<file path="src/rtl/spim_pkg.sv">
// Shared types and status-word bit positions for the SPI master.
// Assumes: status word consumers decode the fixed bit positions below.
package spim_pkg;
    typedef enum logic {ENG_IDLE, ENG_SHIFT} eng_state_t;

    localparam int ST_W        = 6;
    localparam int ST_DONE     = 0;
    localparam int ST_IDLE     = 1;
    localparam int ST_TX_EMPTY = 2;
    localparam int ST_TX_NFULL = 3;
    localparam int ST_RX_NEMPT = 4;
    localparam int ST_TX_OVF   = 5;
endpackage

</file>
<file path="src/rtl/spim_fifo.sv">
// Synchronous queue with first-word fall-through read data.
// Assumes: writes when full and reads when empty are ignored; clr empties it.
module spim_fifo #(
    parameter int W     = 8,
    parameter int DEPTH = 4
) (
    input  logic         clk,
    input  logic         rst_n,
    input  logic         clr,
    input  logic         wr,
    input  logic [W-1:0] wdata,
    input  logic         rd,
    output logic [W-1:0] rdata,
    output logic         empty,
    output logic         full
);
    localparam int AW = (DEPTH > 1) ? $clog2(DEPTH) : 1;
    localparam int CW = $clog2(DEPTH + 1);

    logic [W-1:0]  mem [DEPTH];
    logic [AW-1:0] wr_ptr, rd_ptr;
    logic [CW-1:0] cnt;
    logic          wr_ok, rd_ok;

    assign empty = (cnt == '0);
    assign full  = (cnt == CW'(DEPTH));
    assign wr_ok = wr && !full;
    assign rd_ok = rd && !empty;
    assign rdata = mem[rd_ptr];

    // Store accepted data at the write pointer.
    always_ff @(posedge clk) begin
        if (wr_ok) mem[wr_ptr] <= wdata;
    end

    // Advance pointers and occupancy count.
    always_ff @(posedge clk) begin
        if (!rst_n || clr) begin
            wr_ptr <= '0;
            rd_ptr <= '0;
            cnt    <= '0;
        end else begin
            if (wr_ok) wr_ptr <= (wr_ptr == AW'(DEPTH - 1)) ? '0 : wr_ptr + AW'(1);
            if (rd_ok) rd_ptr <= (rd_ptr == AW'(DEPTH - 1)) ? '0 : rd_ptr + AW'(1);
            case ({wr_ok, rd_ok})
                2'b10:   cnt <= cnt + CW'(1);
                2'b01:   cnt <= cnt - CW'(1);
                default: cnt <= cnt;
            endcase
        end
    end

    p_cnt_bound_r8: assert property (@(posedge clk) disable iff (!rst_n)
        cnt <= CW'(DEPTH));
    p_full_drop_r8: assert property (@(posedge clk) disable iff (!rst_n)
        (full && wr && !rd && !clr) |=> full);
endmodule

</file>
<file path="src/rtl/spim_engine.sv">
// Mode-0 MSB-first shift engine with an even clock divider.
// Assumes: tx_avail/tx_byte come from a fall-through queue popped by tx_pop;
// the next byte is loaded on the final falling edge so bursts have no gap.
module spim_engine
    import spim_pkg::*;
#(
    parameter int W       = 8,
    parameter int CLK_DIV = 4
) (
    input  logic         clk,
    input  logic         rst_n,
    input  logic         clr,
    input  logic         tx_avail,
    input  logic [W-1:0] tx_byte,
    output logic         tx_pop,
    output logic         rx_push,
    output logic [W-1:0] rx_byte,
    output logic         sclk,
    output logic         mosi,
    input  logic         miso,
    output logic         done
);
    localparam int HALF = CLK_DIV / 2;
    localparam int DW   = (HALF > 1) ? $clog2(HALF) : 1;
    localparam int BW   = (W > 1) ? $clog2(W) : 1;

    eng_state_t    state;
    logic [DW-1:0] div_cnt;
    logic [BW-1:0] bit_cnt;
    logic [W-1:0]  tx_sh, rx_sh;
    logic          sclk_r, done_r;
    logic          edge_now, rise_now, fall_now, last_bit;

    // Edge strobes from the divider.
    always_comb begin
        edge_now = (state == ENG_SHIFT) && (div_cnt == DW'(HALF - 1));
        rise_now = edge_now && !sclk_r;
        fall_now = edge_now && sclk_r;
        last_bit = (bit_cnt == BW'(W - 1));
        tx_pop   = ((state == ENG_IDLE) && tx_avail) || (fall_now && last_bit && tx_avail);
        rx_push  = fall_now && last_bit;
    end

    assign rx_byte = rx_sh;
    assign sclk    = sclk_r;
    assign mosi    = tx_sh[W-1];
    assign done    = done_r;

    // Sequence bytes, divide the clock and shift both directions.
    always_ff @(posedge clk) begin
        if (!rst_n || clr) begin
            state   <= ENG_IDLE;
            div_cnt <= '0;
            bit_cnt <= '0;
            tx_sh   <= '0;
            rx_sh   <= '0;
            sclk_r  <= 1'b0;
            done_r  <= 1'b0;
        end else begin
            done_r <= fall_now && last_bit && !tx_avail;
            case (state)
                ENG_IDLE: begin
                    if (tx_avail) begin
                        state   <= ENG_SHIFT;
                        tx_sh   <= tx_byte;
                        div_cnt <= '0;
                        bit_cnt <= '0;
                        sclk_r  <= 1'b0;
                    end
                end
                default: begin
                    if (edge_now) begin
                        div_cnt <= '0;
                        sclk_r  <= !sclk_r;
                        if (!sclk_r) begin
                            rx_sh <= {rx_sh[W-2:0], miso};
                        end else if (last_bit) begin
                            bit_cnt <= '0;
                            if (tx_avail) tx_sh <= tx_byte;
                            else          state <= ENG_IDLE;
                        end else begin
                            bit_cnt <= bit_cnt + BW'(1);
                            tx_sh   <= {tx_sh[W-2:0], 1'b0};
                        end
                    end else begin
                        div_cnt <= div_cnt + DW'(1);
                    end
                end
            endcase
        end
    end

    p_sclk_rest_low_r2: assert property (@(posedge clk) disable iff (!rst_n)
        (state == ENG_IDLE) |-> !sclk_r);
    p_mosi_hold_high_r2: assert property (@(posedge clk) disable iff (!rst_n)
        (sclk_r && $past(sclk_r)) |-> $stable(mosi));
    p_done_one_cycle_r3: assert property (@(posedge clk) disable iff (!rst_n)
        done_r |=> !done_r);
    p_done_stopped_r3: assert property (@(posedge clk) disable iff (!rst_n)
        done_r |-> (state == ENG_IDLE));
endmodule

</file>
<file path="src/rtl/spim_master.sv">
// SPI master top: transmit and receive queues, shift engine, status word.
// Assumes: chip select is handled outside; done pulse feeds an interrupt.
module spim_master
    import spim_pkg::*;
#(
    parameter int W       = 8,
    parameter int DEPTH   = 4,
    parameter int CLK_DIV = 4
) (
    input  logic            clk,
    input  logic            rst_n,
    input  logic            clr,
    input  logic            tx_wr,
    input  logic [W-1:0]    tx_data,
    input  logic            rx_rd,
    output logic [W-1:0]    rx_data,
    output logic            sclk,
    output logic            mosi,
    input  logic            miso,
    output logic [ST_W-1:0] tx_status,
    output logic            done_irq
);
    logic         tx_empty, tx_full, rx_empty, rx_full;
    logic         tx_pop, rx_push, eng_done;
    logic [W-1:0] tx_head, rx_byte;
    logic         idle_r, ovf_r, wr_ok;

    assign wr_ok = tx_wr && !tx_full;

    spim_fifo #(.W(W), .DEPTH(DEPTH)) u_txq (
        .clk(clk), .rst_n(rst_n), .clr(clr),
        .wr(tx_wr), .wdata(tx_data), .rd(tx_pop),
        .rdata(tx_head), .empty(tx_empty), .full(tx_full)
    );

    spim_fifo #(.W(W), .DEPTH(DEPTH)) u_rxq (
        .clk(clk), .rst_n(rst_n), .clr(clr),
        .wr(rx_push), .wdata(rx_byte), .rd(rx_rd),
        .rdata(rx_data), .empty(rx_empty), .full(rx_full)
    );

    spim_engine #(.W(W), .CLK_DIV(CLK_DIV)) u_eng (
        .clk(clk), .rst_n(rst_n), .clr(clr),
        .tx_avail(!tx_empty), .tx_byte(tx_head), .tx_pop(tx_pop),
        .rx_push(rx_push), .rx_byte(rx_byte),
        .sclk(sclk), .mosi(mosi), .miso(miso), .done(eng_done)
    );

    // Idle level follows done and is cleared by an accepted write.
    always_ff @(posedge clk) begin
        if (!rst_n || clr) idle_r <= 1'b1;
        else if (wr_ok)    idle_r <= 1'b0;
        else if (eng_done) idle_r <= 1'b1;
    end

    // Sticky record of a dropped transmit write.
    always_ff @(posedge clk) begin
        if (!rst_n || clr)        ovf_r <= 1'b0;
        else if (tx_wr && tx_full) ovf_r <= 1'b1;
    end

    // Assemble the parallel status word.
    always_comb begin
        tx_status              = '0;
        tx_status[ST_DONE]     = eng_done;
        tx_status[ST_IDLE]     = idle_r;
        tx_status[ST_TX_EMPTY] = tx_empty;
        tx_status[ST_TX_NFULL] = !tx_full;
        tx_status[ST_RX_NEMPT] = !rx_empty;
        tx_status[ST_TX_OVF]   = ovf_r;
    end

    assign done_irq = eng_done;

    p_idle_after_done_r4: assert property (@(posedge clk) disable iff (!rst_n)
        (eng_done && !tx_wr && !clr) |=> idle_r);
    p_idle_holds_r4: assert property (@(posedge clk) disable iff (!rst_n)
        (idle_r && !tx_wr) |=> idle_r);
    p_write_clears_idle_r5: assert property (@(posedge clk) disable iff (!rst_n)
        (tx_wr && !tx_full && !clr) |=> !idle_r);
    p_clear_state_r9: assert property (@(posedge clk) disable iff (!rst_n)
        clr |=> (idle_r && tx_empty && rx_empty && !ovf_r && !sclk));
    p_ovf_sticky_r8: assert property (@(posedge clk) disable iff (!rst_n)
        (ovf_r && !clr) |=> ovf_r);
endmodule

</file>
<file path="config.mk">
export PLATFORM = sky130hd
export DESIGN_NAME = spim_master
export DESIGN_NICKNAME = d
export VERILOG_FILES = /design/src/rtl/spim_pkg.sv /design/src/rtl/spim_fifo.sv /design/src/rtl/spim_engine.sv /design/src/rtl/spim_master.sv
export SDC_FILE = /design/constraint.sdc
export NUM_CORES = 1
export LEC_CHECK = 0
export ABC_AREA = 1
export BUFFER_PORTS_ARGS = -buffer_cell sky130_fd_sc_hd__buf_4
export CAP_MARGIN = 20
export CORE_MARGIN = 2
export CORE_UTILIZATION = 50
export CTS_CLUSTER_SIZE = 12
export DETAILED_ROUTE_END_ITERATION = 8
export GPL_TIMING_DRIVEN = 0
export PLACE_DENSITY = 0.79
export SYNTH_ARGS = -nofsm -noshare
export SYNTH_HDL_FRONTEND = slang
export SYNTH_HIERARCHICAL = 1
export SYNTH_SLANG_ARGS = --single-unit
</file>
<file path="constraint.sdc">
create_clock -name clk -period 2.7 [get_ports clk]
set_input_delay 0.81 -clock clk [delete_from_list [all_inputs] [get_ports clk]]
set_output_delay 0.81 -clock clk [all_outputs]
set_load 0.02 [all_outputs]
</file>
After elaboration in Yosys (flattened, before gate mapping)
Memories as Yosys holds them, arrays and structs flattened. A register that Yosys moved wholly into a read port is not among the register bits.
Index checks and enable logic that the tools add are counted.
{"block": "totals", "ff_bits": 39, "latch_bits": 0, "mem_bits_rw": 64, "mem_bits_ro": 0, "inputBits": 14, "output_inout_bits": 17, "wordCells": 107, "n_memories": 2}
{"block": "classes", "addsub": 10, "n_mul": 0, "n_div": 0, "n_lt_le_gt_ge": 0, "n_eq_ne": 14, "shift": 0, "n_mux": 36, "bitwise_logic": 2, "n_reduce_logical": 28}
{"name": "u_rxq.mem", "depth": 4, "width": 8, "read_ports": 1, "rd_ports_with_merged_regs": 1, "write_ports": 1, "line_no": "spim_fifo.sv:20", "source": "logic [W-1:0] mem [DEPTH];"}
{"name": "u_txq.mem", "depth": 4, "width": 8, "read_ports": 1, "rd_ports_with_merged_regs": 1, "write_ports": 1, "line_no": "spim_fifo.sv:20"}
{"op": "2-to-1 mux 8 bit", "count": 5}
{"op": "2-to-1 mux 1 bit", "count": 16}
{"op": "2-to-1 mux 2 bit", "count": 8}
{"op": "2-to-1 mux 3 bit", "count": 5}
{"op": "== test 2 bit, second input constant", "count": 6}
{"op": "one-hot mux 3 bit (2 select lines)", "count": 2}
{"op": "logical AND 1 bit", "count": 11}
{"op": "adder 3 x 1 -> 3 bit, second input constant", "count": 3}
{"op": "== test 3 bit, second input constant", "count": 3}
{"op": "adder 2 x 1 -> 2 bit, second input constant", "count": 4}
{"op": "zero test 1 bit", "count": 6}
{"op": "zero test 3 bit", "count": 2}
{"op": "AND reduction 3 bit", "count": 2}
{"op": "nonzero test 2 bit", "count": 3}
{"op": "subtractor 3 x 1 -> 3 bit, second input constant", "count": 2}
{"op": "== test 2 x 1 -> 1 bit, second input constant", "count": 2}
{"op": "inequality test 2 bit, second input constant", "count": 2}
{"op": "AND reduction 2 bit", "count": 2}
{"op": "logical OR 1 bit", "count": 2}
{"op": "inequality test 2 x 1 -> 1 bit, second input constant", "count": 1}
{"op": "NOT 1 bit", "count": 2}
{"op": "adder 1 bit, second input constant", "count": 1}

Logic depth before layout (Yosys ltp)
Gate-level depths: netlist of run 1.
{"block": "logic_depth", "depth_word": 8, "mapped_depth": 19, "mapped_depth_nobuf": 17}

Modules after synthesis
Netlist of run 1, hierarchy kept.
{"mod": "spim_fifo at u_txq", "instances": 1, "cells_each": 149, "area_per_inst_um2": 1711.6, "seq_area_each_um2": 1141.1}
{"mod": "spim_fifo at u_rxq", "instances": 1, "cells_each": 150, "area_per_inst_um2": 1710.4, "seq_area_each_um2": 1141.1}
{"mod": "spim_engine", "instances": 1, "cells_each": 160, "area_per_inst_um2": 1113.6, "seq_area_each_um2": 460.4}
{"mod": "spim_master", "instances": 1, "cells_each": 21, "area_per_inst_um2": 141.4, "seq_area_each_um2": 40.0}

Worst setup path before layout of run 1
OpenSTA, ideal clock, no wires.
{"block": "synth_timing", "path_type": "register to register", "from": "reg u_txq.cnt[0]", "to": "reg u_txq.cnt[2]", "setup_time_ns": 0.110, "arrival_ns": 2.344, "required_time_ns": 2.590, "path_slack_ns": 0.246, "stages_incl_launch_ff": 20, "n_path_buf": 2, "synth_period_minus_slack_ns": 2.454, "cell_sequence": "dfxtp_1 > inv_1 > nand3_1 > inv_1 > inv_1 > buf_4 > inv_2 > buf_6 > nor3_1 > inv_1 > nor2_1 > ha_1 > inv_1 > fa_1 > inv_1 > nand2_1 > nand3_1 > nand2_1 > inv_1 > nor2_1"}
{"block": "synth_via", "elab_chain_cells": 7, "word_cells_on_any_way": 15, "cone_classes": "add/sub (2); eq/ne (3); mux (1); reduce/logical (9)"}
{"item": "start: declaration", "line_no": "spim_fifo.sv:22", "source": "logic [CW-1:0] cnt;"}
{"item": "start signal: assignment", "line_no": "spim_fifo.sv:46", "source": "2'b10: cnt <= cnt + CW'(1);"}
{"item": "start signal: assignment", "line_no": "spim_fifo.sv:47", "source": "2'b01: cnt <= cnt - CW'(1);"}
{"item": "start signal: assignment", "line_no": "spim_fifo.sv:48", "source": "default: cnt <= cnt;"}
{"item": "zero test 3 bit *", "line_no": "spim_fifo.sv:25", "source": "assign empty = (cnt == '0);"}
{"item": "via tx_empty", "line_no": "spim_master.sv:23", "source": "logic tx_empty, tx_full, rx_empty, rx_full;"}
{"item": "zero test 1 bit *", "line_no": "spim_master.sv:44", "source": ".tx_avail(!tx_empty), .tx_byte(tx_head), .tx_pop(tx_pop),"}
{"item": "logical AND 1 bit", "line_no": "spim_engine.sv:40", "source": "tx_pop = ((state == ENG_IDLE) && tx_avail) || (fall_now && last_bit && tx_avail);"}
{"item": "logical OR 1 bit *", "line_no": "spim_engine.sv:40"}
{"item": "via tx_pop", "line_no": "spim_master.sv:24", "source": "logic tx_pop, rx_push, eng_done;"}
{"item": "logical AND 1 bit *", "line_no": "spim_fifo.sv:28", "source": "assign rd_ok = rd && !empty;"}
{"item": "== test 2 x 1 -> 1 bit / == test 2 bit (equally long branches)", "line_no": "spim_fifo.sv:45", "source": "case ({wr_ok, rd_ok})"}
{"item": "one-hot mux 3 bit (2 select lines) / nonzero test 2 bit (equally long branches)"}
Mark *: on every way through the listed nets, which the timed path passes. The rest lies on a longest branch.
A chain may end at the register's enable or synchronous reset.

Worst setup path in the final report of run 1
Ends and elaborated chain as after synthesis.

==> metrics.txt, run 1 <==
status=complete, no violations; total CTS buffers=9; CTS Hold Buffers Added=0; switching share of power=0.226; first-pass GRT wire length=14,500 um; Worst-Skew Late Latency=360 ps; crit path max fanout=10; # clock sinks=107; fin area=5270 sq um; placer congestion estimate=0.885; pin count of the biggest net entering global routing=19; core area=9150 sq um; Rows=35; reg2reg start=u_txq/cnt[0]$_SDFFE_PP0P_; total track usage=0.184; htree depth=3; total gr overflow=0; die outline area=10,100 sq um; die width=101 um; Root Driver=clkbuf_8; CTS tree=yes; Comb pwr share=0.065; I/O pin cnt=31; crit end category=register; Worst Path Arrival=2750 ps; max cap viols=0; # diodes=0; Hold Path Class=reg2reg; Slew HR=0.458; leakage power=2.25 nW; startpoint types=register; Pwr Total=2.91 mW; HPWL Detailed=6080 um; total wire length=8550 um; clock share of power=0.332; Syn-to-layout area delta=12.7%; vias per inst=5.18; Layout fillers=753; f_max=403 MHz; Yosys Warn Count=6; IO Port Bufs=30; Worst Path Required=2970 ps; DR WL/cell=13.4 um; placed cell areas=5040 sq um; Post-Syn Area=4670 sq um; vias in the first global route=3,280; skew final=7.56 ps; share of cells above drive strength 1=0.173; VDD IR max=0.343 mV; Worst Hold Launch=ovf_r$_SDFFE_PP0P_; Psw=657 uW; final net count=552; final-report hold violation count=0; unrepaired setup endpoints after global routing=false; Worst-path clk slew=90 ps; P_int=2.26 mW; clk buf depth=2; Setup CP Type=reg2reg; ANT nets after route=0; # setup viols final=0; Post-route DRC=0; Post-Route Utilization=0.576; via count=3,307; PwrDens=553 nW/um^2; Seq pwr share=0.603; fin. max-slew vios=0; die height=101 um; final period utilization=0.918; initial antenna violation count=0; Tmin final=2480 ps; Synthesized Nets=509; initial core utilization=0.511; measured slew at the worst slew-check pin=810 ps; initial DRC count=158; Syn Inst Count=479; drt pass-1 iters=4; Setup crit start=u_txq/cnt[0]$_SDFFE_PP0P_; total negative slack=0 ps; synthesized area per cell=9.76 sq um
[critical path, stage by stage, from the launching register on]
cell and delay, ps:
dfxtp_1 340, inv_1 100, nand3_2 130, inv_1 90, inv_1 60, buf_4 160
inv_2 50, buf_6 140, nor3_4 170, inv_1 60, nor2_1 110, ha_1 170
inv_1 70, fa_1 380, inv_1 70, nand2_1 70, nand3_1 80, nand2_1 50
inv_1 50, nor2_1 40
[power groups by stage]
stage / Clock, mW / Sequential (mW) / Combinational (mW)
after CTS: 0.993 / 1.76 / 0.186
after detailed placement: 0 / 1.79 / 0.182
after global placement: 0 / 1.79 / 0.176
after global routing: 1.05 / 1.76 / 0.215
final: 0.968 / 1.76 / 0.190
after floorplan: 0 / 1.79 / 0.125
[registers in the layout, indices dropped and copies added, names as in the netlist, 2 cells and up, named ones only]
name           count
u_txq/cnt          3
u_rxq/mem         32
u_rxq/cnt          3
u_txq/mem         32
u_eng/tx_sh        8
u_eng/rx_byte      8
u_txq/wr_ptr       2
u_eng/bit_cnt      3
u_txq/rd_ptr       2
u_rxq/wr_ptr       2
u_rxq/rd_ptr       2
[area by class of cell]
cell class,count,area (sq um),share of cell area
inverter,65,244,0.0463
timing repair buffer,32,240,0.0456
clock inverter,7,75.1,0.0143
buffer,13,120,0.0228
sequential,107,2780,0.528
clock buffer,9,124,0.0235
tap,111,139,0.0264
multi-input combinational,294,1540,0.293
[stage by stage]
| step | setup WS [ps] | cells | hold WS, ps |
|---|---|---|---|
| 3_3_place_gp | -3.64 | 620 | 452 |
| 2_1_floorplan | 246 | 479 | 441 |
| 5_1_grt | 6.94 | 638 | 509 |
| 6_report | 222 | 638 | 480 |
| 4_1_cts | 57.7 | 636 | 482 |
| 3_5_place_dp | -113 | 620 | 468 |
[repair_timing]
item                                    CTS  global route
cloned                                    0             0
buffers inserted                          0             2
pin swaps                                 0             1
endpoints found under the setup margin    1             1
resized for setup                         2             1
[cells in the final DEF, fill, tap and decap left out, types with 6 or more instances in the layout]
cell and n:
dfxtp_1 43, nand2_1 71, ha_1 14, edfxtp_1 64, nand3_1 16, inv_2 6, o22ai_1 16, a21oi_1 21
inv_1 59, nor2_1 81, o21ai_2 7, o21ai_0 37, buf_6 6, buf_4 39, nand2_2 6, clkbuf_8 9
[worst paths after layout]
path | cells past startpoint | slack, ps | endpoint
hold / removal | 2 | 480 | ovf_r$_SDFFE_PP0P_
setup / recovery | 19 | 220 | u_txq/cnt[2]$_SDFFE_PP0P_
setup reg to reg | 19 | 220 | u_txq/cnt[2]$_SDFFE_PP0P_
hold reg to reg | 2 | 480 | ovf_r$_SDFFE_PP0P_
[routing by layer]
metal | track usage | vias to the layer above | part of all wire
li1 | - | 1664 | -
met1 | 0.196 | 1577 | 0.41
met2 | 0.352 | 54 | 0.54
met3 | 0.0444 | 12 | 0.033
met4 | 0.0611 | 0 | 0.017
met5 | 0 | - | 0
Note: power is estimated with default switching activity, not from simulation.
==> run 2, diff against run 1 <==
--- a/config.mk
+++ b/config.mk
@@ -16,5 +16,4 @@
 export PLACE_DENSITY = 0.79
 export SYNTH_ARGS = -nofsm -noshare
 export SYNTH_HDL_FRONTEND = slang
-export SYNTH_HIERARCHICAL = 1
 export SYNTH_SLANG_ARGS = --single-unit
==> run 2 against run 1 <==
First-iteration DRC count shrank 1.3%; area after synthesis decreased by 1.5%; power rose by 9.0%; via count shrank 0.64%; combinational power increased by 86%; die area is 1.5% lower; routed wire length increased by 1.8%; synthesized cell count rose by 0.84%; sequential power about the same; sequential share of layout area up 0.85 points; critical endpoint is now rx_data[6].
==> metrics.txt, run 2 <==
Post-Syn Area=4600 sq um (was 4670 sq um); placed cell areas=4970 sq um (was 5040 sq um); Worst-path clk slew=110 ps (was 90 ps); worst setup margin=134 ps (was 222 ps); startpoint types=register (unchanged); most frequent cells in the layout=nand2_1, inv_1, edfxtp_1 (was nor2_1, nand2_1, edfxtp_1); Worst-Skew Late Latency=370 ps (was 360 ps); Worst Path Arrival=1760 ps (was 2750 ps); status=complete, no violations (unchanged); Distinct cells, synth=27; EDFF count, synth=64; post-route insts no fill=640 (was 638); initial core utilization=0.508 (was 0.511); Hold Path Class=reg2reg (unchanged); VDD IR max=0.328 mV (was 0.343 mV); measured slew at the worst slew-check pin=796 ps (was 810 ps); PwrDens=613 nW/um^2 (was 553 nW/um^2); max cap viols=0 (unchanged); pin count of the biggest net entering global routing=21 (was 19); Synth top area share=0.418; # diodes=0 (unchanged); # setup viols final=0 (unchanged); final net count=554 (was 552); Rows=35 (unchanged); most frequent cells after synthesis=inv_1, nand2_1, edfxtp_1; core area=9060 sq um (was 9150 sq um); CP peak stage delay=480 ps (was 380 ps); Worst Path Required=1890 ps (was 2970 ps); via count=3,286 (was 3,307); final-report hold violation count=0 (unchanged); vias per inst=5.13 (was 5.18); # clock sinks=107 (unchanged); crit path cell chain=inv_1, buf_2, o21ai_0, o22ai_1, buf_4 (was inv_1, nand3_2, inv_1, inv_1, buf_4, inv_2, buf_6, nor3_4, inv_1, nor2_1, ha_1, inv_1, fa_1, inv_1, nand2_1, nand3_1, nand2_1, inv_1, nor2_1); Post-route DRC=0 (unchanged); htree depth=3 (unchanged); Seq pwr share=0.561 (was 0.603); Worst Path Buf+Inv=3 (was 10); Setup CP Type=reg2out (was reg2reg); IO Port Bufs=30 (unchanged); Syn Inst Count=483 (was 479); fin. max-slew vios=0 (unchanged); Inst Count DP=624 (was 620); placer congestion estimate=0.813 (was 0.885); ANT nets after route=0 (unchanged); die height=99.9 um (was 101 um); clock share of power=0.327 (was 0.332); ys flop type=edfxtp_1; register bit total from synthesis=107; DR WL/cell=13.6 um (was 13.4 um); Post-synth ARST share=0; total gr overflow=0 (unchanged); kind of cell adding the most delay to the critical path=buffers and inverters (unchanged); switching share of power=0.264 (was 0.226); CTS tree=yes (unchanged); crit end category=output pin (was register); leakage power=2.23 nW (was 2.25 nW); Tmin final=2570 ps (was 2480 ps); drt pass-1 iters=4 (unchanged); Synth area leaders=edfxtp_1, dfxtp_1, inv_1; die outline area=9990 sq um (was 10,100 sq um); Psw=837 uW (was 657 uW); skew final=10.4 ps (was 7.56 ps); Root Driver=clkbuf_8 (unchanged); Comb pwr share=0.111 (was 0.065); f_max=390 MHz (was 403 MHz); first-pass GRT wire length=14,200 um (was 14,500 um); pre-CTS setup slack=199 ps (was -113 ps); leading area contributor after synthesis=edfxtp_1; Syn-to-layout area delta=12.6% (was 12.7%); Slew HR=0.467 (was 0.458); CP max-delay cell=dfxtp_1 (was fa_1); clk buf depth=2 (unchanged); total wire length=8700 um (was 8550 um); Yosys Warn Count=0 (was 6); synthesized area per cell=9.53 sq um (was 9.76 sq um); P_int=2.34 mW (was 2.26 mW); HPWL Detailed=6020 um (was 6080 um); die width=99.9 um (was 101 um); total negative slack=0 ps (unchanged); share of cells above drive strength 1=0.136 (was 0.173); total CTS buffers=9 (unchanged); I/O pin cnt=31 (unchanged); unrepaired setup endpoints after global routing=false (unchanged); Synthesized Nets=513 (was 509); initial DRC count=156 (was 158); vias in the first global route=3,141 (was 3,280); final period utilization=0.950 (was 0.918); largest registers=u_rxq.mem (32), u_txq.mem (32) (was u_rxq/mem (32), u_txq/mem (32)); crit path max fanout=10 (unchanged); initial antenna violation count=0 (unchanged); fin area=5180 sq um (was 5270 sq um); total track usage=0.182 (was 0.184); register area share after synthesis=0.605
[run 2: routing by layer]
metal  part of all wire  GRT usage  wire length (um)  vias to the layer above
met1               0.43      0.216              3720                     1558
met2               0.51      0.323              4470                       69
met4              0.014     0.0854               119                        0
li1                   -          -                 -                     1649
met3              0.045     0.0286               388                       10
met5                  0          0                 0                        -
[run 2: cell type report]
class | count | area [sq um]
well taps | 111 | 139
clock inverters | 7 | 87.6
plain buffers | 16 | 104
repair buffers | 30 | 225
fillers | 759 | 3880
clock buffers | 9 | 124
flip-flops and latches | 107 | 2780
inverters | 87 | 327
multi-input cells | 273 | 1400
[run 2: logic make-up after synthesis]
family,after synthesis,synth area share
flops,107,0.605
buf+inv,103,0.0927
fa+ha+maj,16,0.0468
compound gates,92,0.105
simple gates,165,0.151
[run 2: what timing repair did]
item	in CTS	in global routing
resized for setup	0	2
hold buffers	0	0
endpoints found under the setup margin	0	1
setup buffers	0	0
[run 2: power by group through the flow]
stage | combinational [mW] | sequential, mW | clock [mW]
finish | 0.354 | 1.78 | 1.04
floorplan | 0.250 | 1.82 | 0
detailed placement | 0.351 | 1.82 | 0
global route | 0.403 | 1.79 | 1.11
CTS | 0.353 | 1.78 | 1.05
global placement | 0.337 | 1.82 | 0
[run 2: stage by stage]
| stage | util | hold slack [ps] | power, mW |
|---|---|---|---|
| 6_report | 0.572 | 466 | 3.18 |
| 5_1_grt | 0.572 | 506 | 3.31 |
| 4_1_cts | 0.571 | 473 | 3.18 |
| 3_5_place_dp | 0.548 | 456 | 2.17 |
| 3_3_place_gp | 0.548 | 447 | 2.15 |
| 2_1_floorplan | - | 430 | 2.07 |
[run 2: worst register-to-register path, delay by kind of cell, from the launching register on]
kind | cells | cell delay, ps
adder cells (fa/ha/maj) | 4 | 910
AO/OA/AOI/OAI | 4 | 440
buffers and inverters | 4 | 390
flip-flops | 1 | 380
AND/OR/NAND/NOR | 2 | 230
[run 2: path summary, 6_finish.rpt]
path | startpoint | end | cells past startpoint | slack, ps
worst min-delay path | ovf_r$_SDFFE_PP0P_ | ovf_r$_SDFFE_PP0P_ | 2 | 470
worst max register to register | u_eng.bit_cnt[0]$_SDFFE_PP0P_ | u_txq.cnt[2]$_SDFFE_PP0P_ | 14 | 220
worst max-delay path | register | rx_data[6] | 5 | 130
worst min register to register | ovf_r$_SDFFE_PP0P_ | ovf_r$_SDFFE_PP0P_ | 2 | 470
